### src/rtl/gpio_irq_pkg.sv
package gpio_irq_pkg;

  localparam int TRIG_W  = 3;
  localparam int FIELD_W = 4;

  typedef enum logic [TRIG_W-1:0] {
    TRIG_LVL_LO = 3'd0,
    TRIG_LVL_HI = 3'd1,
    TRIG_FALL   = 3'd2,
    TRIG_RISE   = 3'd3,
    TRIG_BOTH   = 3'd4
  } trig_e;

  localparam int CFG_BASE_DEF  = 'h700;
  localparam int MASK_BASE_DEF = 'h900;
  localparam int PEND_BASE_DEF = 'hA00;

endpackage

### src/rtl/gpio_irq_sync.sv
module gpio_irq_sync #(
  parameter int WIDTH = 32
) (
  input  logic             clk_i,
  input  logic             rst_ni,
  input  logic [WIDTH-1:0] raw_i,
  output logic [WIDTH-1:0] sync_o,
  output logic [WIDTH-1:0] prev_o
);

  logic [WIDTH-1:0] meta_q, sync_q, prev_q;

  always_ff @(posedge clk_i or negedge rst_ni) begin
    if (!rst_ni) begin
      meta_q <= '0;
      sync_q <= '0;
      prev_q <= '0;
    end else begin
      meta_q <= raw_i;
      sync_q <= meta_q;
      prev_q <= sync_q;
    end
  end

  assign sync_o = sync_q;
  assign prev_o = prev_q;

endmodule

### src/rtl/gpio_irq_detect.sv
module gpio_irq_detect
  import gpio_irq_pkg::*;
#(
  parameter int PINS = 8
) (
  input  logic [PINS-1:0]        sync_i,
  input  logic [PINS-1:0]        prev_i,
  input  logic [PINS*TRIG_W-1:0] trig_i,
  output logic [PINS-1:0]        event_o
);

  for (genvar n = 0; n < PINS; n++) begin : g_pin
    logic [TRIG_W-1:0] code;
    assign code = trig_i[n*TRIG_W +: TRIG_W];

    always_comb begin
      case (code)
        TRIG_LVL_LO: event_o[n] = ~sync_i[n];
        TRIG_LVL_HI: event_o[n] =  sync_i[n];
        TRIG_FALL:   event_o[n] = ~sync_i[n] &  prev_i[n];
        TRIG_RISE:   event_o[n] =  sync_i[n] & ~prev_i[n];
        TRIG_BOTH:   event_o[n] =  sync_i[n] ^  prev_i[n];
        default:     event_o[n] = 1'b0;
      endcase
    end
  end

endmodule

### src/rtl/gpio_irq_bank.sv
module gpio_irq_bank
  import gpio_irq_pkg::*;
#(
  parameter int PINS   = 8,
  parameter int DATA_W = 32
) (
  input  logic                   clk_i,
  input  logic                   rst_ni,
  input  logic                   cfg_we_i,
  input  logic                   mask_we_i,
  input  logic                   pend_we_i,
  input  logic [DATA_W-1:0]      wdata_i,
  input  logic [PINS-1:0]        event_i,
  output logic [PINS*TRIG_W-1:0] trig_o,
  output logic [DATA_W-1:0]      cfg_rd_o,
  output logic [DATA_W-1:0]      mask_rd_o,
  output logic [DATA_W-1:0]      pend_rd_o,
  output logic                   hit_o
);

  localparam int PAD_W = DATA_W - PINS;

  logic [PINS*TRIG_W-1:0] cfg_q, cfg_d;
  logic [PINS-1:0]        mask_q, pend_q, clr;
  logic                   unused_wdata;

  assign unused_wdata = ^wdata_i;

  for (genvar n = 0; n < PINS; n++) begin : g_cfg
    assign cfg_d[n*TRIG_W +: TRIG_W] = wdata_i[n*FIELD_W +: TRIG_W];
  end

  assign clr = pend_we_i ? wdata_i[PINS-1:0] : '0;

  always_ff @(posedge clk_i or negedge rst_ni) begin
    if (!rst_ni) begin
      cfg_q  <= '0;
      mask_q <= '1;
      pend_q <= '0;
    end else begin
      if (cfg_we_i)  cfg_q  <= cfg_d;
      if (mask_we_i) mask_q <= wdata_i[PINS-1:0];
      // event set has priority over write-one-to-clear
      pend_q <= (pend_q & ~clr) | event_i;
    end
  end

  always_comb begin
    cfg_rd_o = '0;
    for (int n = 0; n < PINS; n++) begin
      cfg_rd_o[n*FIELD_W +: TRIG_W] = cfg_q[n*TRIG_W +: TRIG_W];
    end
  end

  assign trig_o    = cfg_q;
  assign mask_rd_o = {{PAD_W{1'b0}}, mask_q};
  assign pend_rd_o = {{PAD_W{1'b0}}, pend_q};
  assign hit_o     = |(pend_q & ~mask_q);

  assert_event_sets_pend_R9: assert property (
    @(posedge clk_i) disable iff (!rst_ni)
    (|event_i) |=> ((pend_q & $past(event_i)) == $past(event_i)));

  assert_w1c_clears_R8: assert property (
    @(posedge clk_i) disable iff (!rst_ni)
    (pend_we_i && |(wdata_i[PINS-1:0] & ~event_i))
      |=> ((pend_q & $past(wdata_i[PINS-1:0] & ~event_i)) == '0));

  assert_pend_needs_event_R4: assert property (
    @(posedge clk_i) disable iff (!rst_ni)
    rst_ni |=> ((pend_q & ~$past(pend_q) & ~$past(event_i)) == '0));

  assert_cfg_holds_R2: assert property (
    @(posedge clk_i) disable iff (!rst_ni)
    !cfg_we_i |=> $stable(cfg_q));

  assert_mask_holds_R10: assert property (
    @(posedge clk_i) disable iff (!rst_ni)
    !mask_we_i |=> $stable(mask_q));

endmodule

### src/rtl/gpio_irq_ctrl.sv
module gpio_irq_ctrl
  import gpio_irq_pkg::*;
#(
  parameter int NUM_BANKS     = 4,
  parameter int PINS_PER_BANK = 8,
  parameter int ADDR_W        = 12,
  parameter int DATA_W        = 32,
  parameter int CFG_BASE      = CFG_BASE_DEF,
  parameter int MASK_BASE     = MASK_BASE_DEF,
  parameter int PEND_BASE     = PEND_BASE_DEF
) (
  input  logic                               clk_i,
  input  logic                               rst_ni,
  input  logic [ADDR_W-1:0]                  addr_i,
  input  logic                               wr_en_i,
  input  logic [DATA_W-1:0]                  wr_data_i,
  output logic [DATA_W-1:0]                  rd_data_o,
  input  logic [NUM_BANKS*PINS_PER_BANK-1:0] pins_i,
  output logic                               irq_o
);

  localparam int NPINS      = NUM_BANKS * PINS_PER_BANK;
  localparam int WORD_BYTES = DATA_W / 8;

  logic [NPINS-1:0]  sync_w, prev_w;
  logic [DATA_W-1:0] cfg_rd  [NUM_BANKS];
  logic [DATA_W-1:0] mask_rd [NUM_BANKS];
  logic [DATA_W-1:0] pend_rd [NUM_BANKS];
  logic [NUM_BANKS-1:0] cfg_sel, mask_sel, pend_sel, bank_hit;

  gpio_irq_sync #(.WIDTH(NPINS)) u_sync (
    .clk_i  (clk_i),
    .rst_ni (rst_ni),
    .raw_i  (pins_i),
    .sync_o (sync_w),
    .prev_o (prev_w)
  );

  for (genvar g = 0; g < NUM_BANKS; g++) begin : g_bank
    localparam logic [ADDR_W-1:0] CFG_A  = ADDR_W'(CFG_BASE  + g*WORD_BYTES);
    localparam logic [ADDR_W-1:0] MASK_A = ADDR_W'(MASK_BASE + g*WORD_BYTES);
    localparam logic [ADDR_W-1:0] PEND_A = ADDR_W'(PEND_BASE + g*WORD_BYTES);

    logic [PINS_PER_BANK-1:0]        evt;
    logic [PINS_PER_BANK*TRIG_W-1:0] trig;

    assign cfg_sel[g]  = (addr_i == CFG_A);
    assign mask_sel[g] = (addr_i == MASK_A);
    assign pend_sel[g] = (addr_i == PEND_A);

    gpio_irq_detect #(.PINS(PINS_PER_BANK)) u_detect (
      .sync_i  (sync_w[g*PINS_PER_BANK +: PINS_PER_BANK]),
      .prev_i  (prev_w[g*PINS_PER_BANK +: PINS_PER_BANK]),
      .trig_i  (trig),
      .event_o (evt)
    );

    gpio_irq_bank #(.PINS(PINS_PER_BANK), .DATA_W(DATA_W)) u_bank (
      .clk_i     (clk_i),
      .rst_ni    (rst_ni),
      .cfg_we_i  (wr_en_i & cfg_sel[g]),
      .mask_we_i (wr_en_i & mask_sel[g]),
      .pend_we_i (wr_en_i & pend_sel[g]),
      .wdata_i   (wr_data_i),
      .event_i   (evt),
      .trig_o    (trig),
      .cfg_rd_o  (cfg_rd[g]),
      .mask_rd_o (mask_rd[g]),
      .pend_rd_o (pend_rd[g]),
      .hit_o     (bank_hit[g])
    );
  end

  always_comb begin
    rd_data_o = '0;
    for (int g = 0; g < NUM_BANKS; g++) begin
      if (cfg_sel[g])  rd_data_o |= cfg_rd[g];
      if (mask_sel[g]) rd_data_o |= mask_rd[g];
      if (pend_sel[g]) rd_data_o |= pend_rd[g];
    end
  end

  assign irq_o = |bank_hit;

  assert_one_word_selected_R3: assert property (
    @(posedge clk_i) disable iff (!rst_ni)
    $onehot0({cfg_sel, mask_sel, pend_sel}));

endmodule

### config.mk
export PLATFORM = sky130hd
export DESIGN_NAME = gpio_irq_ctrl
export DESIGN_NICKNAME = d
export VERILOG_FILES = /design/src/rtl/gpio_irq_pkg.sv /design/src/rtl/gpio_irq_sync.sv /design/src/rtl/gpio_irq_detect.sv /design/src/rtl/gpio_irq_bank.sv /design/src/rtl/gpio_irq_ctrl.sv
export SDC_FILE = /design/constraint.sdc
export NUM_CORES = 1
export LEC_CHECK = 0
export BUFFER_PORTS_ARGS = -buffer_cell sky130_fd_sc_hd__buf_2
export CORE_MARGIN = 5
export CORE_UTILIZATION = 25
export DETAILED_ROUTE_END_ITERATION = 6
export PLACE_DENSITY = 0.44
export SYNTH_ARGS = -nofsm -noshare
export SYNTH_HDL_FRONTEND = slang
export SYNTH_SLANG_ARGS = --single-unit
### constraint.sdc
create_clock -name clk_i -period 4.65 [get_ports clk_i]
set_input_delay 1.395 -clock clk_i [delete_from_list [all_inputs] [get_ports clk_i]]
set_output_delay 1.395 -clock clk_i [all_outputs]
set_load 0.005 [all_outputs]
### After elaboration in Yosys (flattened, before gate mapping)

Index checks and enable logic that the tools add are counted.

| word-level totals | value |
|---|---|
| output and inout port bits | 33 |
| ROM bits | 0 |
| bits in latches | 0 |
| bits in writable memories | 0 |
| memories | 0 |
| bits in registers | 256 |
| word-level logic and storage cells | 439 |

| cells by class | value |
|---|---|
| add/sub/neg operators | 0 |
| eq/ne operators | 140 |
| mux-type cells | 48 |
| div/mod/pow operators | 0 |
| shift operators | 0 |
| order comparisons | 0 |
| multiply operators | 0 |
| reduce and logical (&&, ||, !) cells | 33 |
| bitwise logic cells | 203 |

Operator list:

| operator | count |
|---|---|
| $mux W32 | 10 |
| $or A32 B8 Y32 | 7 |
| $eq A3 B2 Y1 const B | 64 |
| $pmux W1 S5 | 32 |
| $eq A12 B12 Y1 const B | 8 |
| $eq A3 B1 Y1 const B | 32 |
| $eq A3 B3 Y1 const B | 32 |
| $logic_not A3 Y1 | 32 |
| $or A32 B31 Y32 | 3 |
| $and A1 B1 Y1 | 76 |
| $and A8 B8 Y8 | 8 |
| $not A1 Y1 | 64 |
| $not A8 Y8 | 8 |
| $mux W31 | 2 |
| $eq A12 B11 Y1 const B | 4 |
| $mux W8 | 4 |
| $or A8 B8 Y8 | 4 |
| $reduce_or A32 Y1 | 1 |
| $xor A1 B1 Y1 | 32 |
| $or A31 B8 Y31 | 1 |

### Longest topological paths before layout

| depth | value |
|---|---|
| depth after elaboration | 24 |
| gate-level depth with buffers | 8 |
| gate-level depth less buffers | 6 |

### Cells and area by module

A second synthesis with hierarchy kept.

| unflattened totals | value |
|---|---|
| cell total of the unflattened synthesis | 1633 |
| area, all modules | 16623.4 um^2 |

Modules (own cells, without submodules):

| module | area an instance (um^2) | seq. area each (um^2) | instances | cells each |
|---|---|---|---|---|
| gpio_irq_bank | 2165.8 | 1011.0 | 4 | 187 |
| gpio_irq_ctrl | 3100.5 | 0.0 | 1 | 465 |
| gpio_irq_detect | 614.3 | 0.0 | 4 | 81 |
| gpio_irq_sync | 2402.3 | 2402.3 | 1 | 96 |

### Worst setup path before layout

OpenSTA, ideal clock, no wires.

| path | value |
|---|---|
| path kind | in2out |
| from | in addr_i[3] |
| to | out rd_data_o[1] |
| path buffers | 3 |
| stages | 6 |
| data required time | 3.255 ns |
| arrival | 3.012 ns |
| slack | 0.243 ns |
| path through | clkbuf_1 -> buf_1 -> clkbuf_1 -> mux2i_1 -> a211o_1 -> a41oi_1 |

| on the way | value |
|---|---|
| cells in the longest elaborated chain, start to end | 24 |

RTL lines:

| item | line | text |
|---|---|---|
| from (decl) | gpio_irq_ctrl.sv:14 | `input logic [ADDR_W-1:0] addr_i,` |
| $eq A12 B11 Y1 | gpio_irq_ctrl.sv:47 | `assign cfg_sel[g] = (addr_i == CFG_A);` |
| $mux W31 | gpio_irq_ctrl.sv:77 | `if (cfg_sel[g]) rd_data_o \|= cfg_rd[g];` |
| $or A31 B8 Y31 | gpio_irq_ctrl.sv:78 | `if (mask_sel[g]) rd_data_o \|= mask_rd[g];` |
| $mux W31 | gpio_irq_ctrl.sv:78 |  |
| $or A32 B8 Y32 | gpio_irq_ctrl.sv:79 | `if (pend_sel[g]) rd_data_o \|= pend_rd[g];` |
| $mux W32 | gpio_irq_ctrl.sv:79 |  |
| $or A32 B31 Y32 | gpio_irq_ctrl.sv:77 |  |
| $mux W32 | gpio_irq_ctrl.sv:77 |  |
| [... 8 more ...] | - |  |
| $or A32 B8 Y32 | gpio_irq_ctrl.sv:79 |  |
| $mux W32 | gpio_irq_ctrl.sv:79 |  |
| $or A32 B31 Y32 | gpio_irq_ctrl.sv:77 |  |
| $mux W32 | gpio_irq_ctrl.sv:77 |  |
| $or A32 B8 Y32 | gpio_irq_ctrl.sv:78 |  |
| $mux W32 | gpio_irq_ctrl.sv:78 |  |
| $or A32 B8 Y32 | gpio_irq_ctrl.sv:79 |  |
| $mux W32 (*) | gpio_irq_ctrl.sv:79 |  |
| to (decl) | gpio_irq_ctrl.sv:17 | `output logic [DATA_W-1:0] rd_data_o,` |

Mark *: on every way between the ends. The rest lies on a longest branch, timed or not.

### Final worst setup path

| path | value |
|---|---|
| from | in addr_i[7] |
| to | out rd_data_o[1] |

The elaborated chain is that of the path after synthesis.

==> results.cfg <==
[setup_path]
cp.required_ps = 3250
cp_slowest_cell = or4_4
crit_type = input pin to output port
crit_arrival_ps = 3150
timing.reg2reg.setup_slack_ps = 3150
critical-path-top-delay-family = simple AND/OR/NAND/NOR gates
end_kind = output port
crit_buf_inv = 3
start_kind = input pin
startpoint = addr_i[7]
cp_common_cell = buf_2
timing.rr.end = g_bank[3].u_bank.pend_q[4]
rr_startpoint = u_sync.sync_o[28]
cp_max_fo = 8
cpPeakStageDelay_ps = 600
crit_chain = buf_2 > or4_4 > or2_1 > a41oi_1 > buf_4 > buf_2
r2r_cells = 5

[floorplanning]
die_h_um = 236
die_w_um = 236
rows = 83
dieArea_um2 = 55900
io-pin-count = 112
core_um2 = 51000
initial_core_util = 0.251

[timing]
tns_ps = 0
worst_slew_pin_slew_ps = 745
hold_viol_final = 0
setup_viol = 0
fmax_ghz = 0.220
slew_violations = 0
period_share = 0.977
timing.hold.ws_ps = 340
rsz0062_at_grt = false
fin_worst_skew_ps = 14.6
slew_headroom = 0.504
period_needed_ps = 4540
fin_ws_ps = 107

[cells_and_area]
area_delta_synth_final_pct = 19.7
utilization = 0.301
num-fill-cells = 5175
drive_gt1_frac = 0.328
final-seq-area_um2 = 6450
multi_input_area_um2 = 5710
final_nets = 1318

[synth]
synth_async_sr_flop_share = 1.00
yosys_register_bits = 256
yosys.area_share.simple = 0.0729
synthFlopType = dfrtp_1
synth_edf_count = 0
yosys-top-cells-area = dfrtp_1 44%, mux2_2 9.3%, dfstp_2 6.6%
synth_largest_area_cell = dfrtp_1
syn_area_per_cell_um2 = 12.2
netlist_instances = 1049
seq_area_frac_synth = 0.503
yosys.area_share.xor_xnor = 0.00479
synth_cell_type_count = 65
synth-compound-area-share = 0.0969
synthAdderAreaFrac = 0.0625
muxShareOfSynthArea = 0.206
synth_top_family_by_area = multiplexers
yosysTopAreaCellShare = 0.438
yosys_warnings = 0
synth_area_um2 = 12800

[place]
gp_routability_congestion = 0.841
post-place-ws_ps = 59.4
hpwl_mm = 26.6
io_buffer_count = 99

[global_route]
grt_pass1_vias = 8933
globalRouteOverflowTotal = 0
grt_max_degree = 83
grt_usage = 0.129
grt_pass1_wl_mm = 56.4
antenna_found_initial = 2

[clocking]
clock_latency_ps = 570
htree_levels = 1
cts-root-buf = clkbuf_16
cts_setup_buffers = 0
cts_tree = done
cts_buffers = 31
holdBufCountCts = 0
cts_buffer_depth = 3
clkTransAtPathRegs_ps = 60
clock_sinks = 256

[route]
drc = 0
firstDrtPassIters = 4
vias = 8564
wirelength_mm = 36.6
viasPerCell = 4.55
antenna_left = 0
wl_per_cell_um = 19.4
drt_iter0_markers = 470

[hold_path]
worstHoldStart = u_sync.meta_q[20]
worstHoldEndpoint = u_sync.sync_o[20]
min_delay_path_depth = 0
worstHoldPathType = flop to flop

[run]
maxCapViolCount = 0

[power]
p_leak_uw = 0.00731
power_uw = 5060
vdd_drop_max_v = 0.000205
powerDensity_nw_per_um2 = 330

[run_status]
status = finished clean
==> kinds of logic after synthesis <==
| kind of cell | Yosys count |
|---|---|
| DFF | 256 |
| muxes | 206 |
| AOI/OAI and AO/OA | 192 |
| and+or+nand+nor | 163 |
| buffers and inverters | 160 |
| adders and majority gates | 64 |
| xor gates and xnor gates | 7 |
| other | 1 |
==> stage by stage <==
stage | instances | cell area (um2)
floorplan | 1054 | 12800
global placement | 1822 | 14300
detailed placement | 1822 | 14300
CTS | 1879 | 15300
global route | 1880 | 15300
finish | 1881 | 15300
==> worst max-delay path by stage <==
stage                        end  slack [ps]  cells past startpoint
floorplan           rd_data_o[1]         240                      6
global placement    rd_data_o[1]          30                      7
detailed placement  rd_data_o[1]          60                      7
CTS                 rd_data_o[1]          50                      7
global route        rd_data_o[1]          50                      6
finish              rd_data_o[1]         110                      6
==> where the power goes <==
part	switching (uW)	internal, uW	total (uW)
clock network	959	1490	2450
logic	180	115	295
registers	35.1	2280	2310
==> cell type report <==
type	instances	area share
clock buffer	50	0.0592
antenna	2	0.000326
clock inverter	7	0.00743
inverter	108	0.0264
timing repair buffer	140	0.0581
sequential	256	0.420
multi-input combinational	638	0.373
tap	680	0.0555
==> flip-flops by register name, summed over array words and instances (netlist names) <==
register and cells:
u_sync.meta_q 32, u_sync.prev_o 32, g_bank.u_bank.mask_q 32, g_bank.u_bank.pend_q 32, g_bank.u_bank.trig_o 96, u_sync.sync_o 32
==> placed cells by master, fill, tap and decap left out, types with 31 or more instances in the layout <==
master / synthesis / final
buf_2: 0 / 97
buf_4: 6 / 35
clkbuf_16: 0 / 31
dfrtp_1: 224 / 224
dfstp_2: 32 / 32
ha_1: 64 / 64
inv_1: 108 / 108
mux2_2: 106 / 106
mux2_4: 39 / 39
mux2i_1: 41 / 41
nand2_1: 35 / 35
o21ai_0: 63 / 63
==> metal layers <==
metal	share of wire	track usage	wire length [um]
met1	0.47	0.178	17100
met2	0.46	0.206	16900
met3	0.045	0.0250	1640
met4	0.023	0.0371	851
met5	0	0	0
==> what timing repair did <==
action / in CTS / in global routing
gates resized for setup: 0 / 2
endpoints found under the setup margin: 0 / 2
endpoints found under the hold margin: 0 / 0
==> cells in the mapped netlist, types with 3 or more instances <==
cell,number
dfrtp_1,224
inv_1,108
mux2_2,106
ha_1,64
o21ai_0,63
mux2i_1,41
mux2_4,39
nand2_1,35
clkbuf_1,32
dfstp_2,32
o22ai_1,30
a21oi_1,28
a211o_1,23
mux4_2,20
and3_1,19
nor2_1,19
nor2b_1,14
nand3_1,13
a22oi_1,9
and2_1,9
buf_6,8
buf_1,6
buf_4,6
nand3b_1,6
nand4_1,6
nor3b_1,6
a221oi_1,5
and2_0,5
nor4_1,5
o211ai_1,5
o31ai_1,5
or3_1,5
xor2_1,5
a211oi_1,3
a22o_1,3
Note: power is estimated with default switching activity, not from simulation.
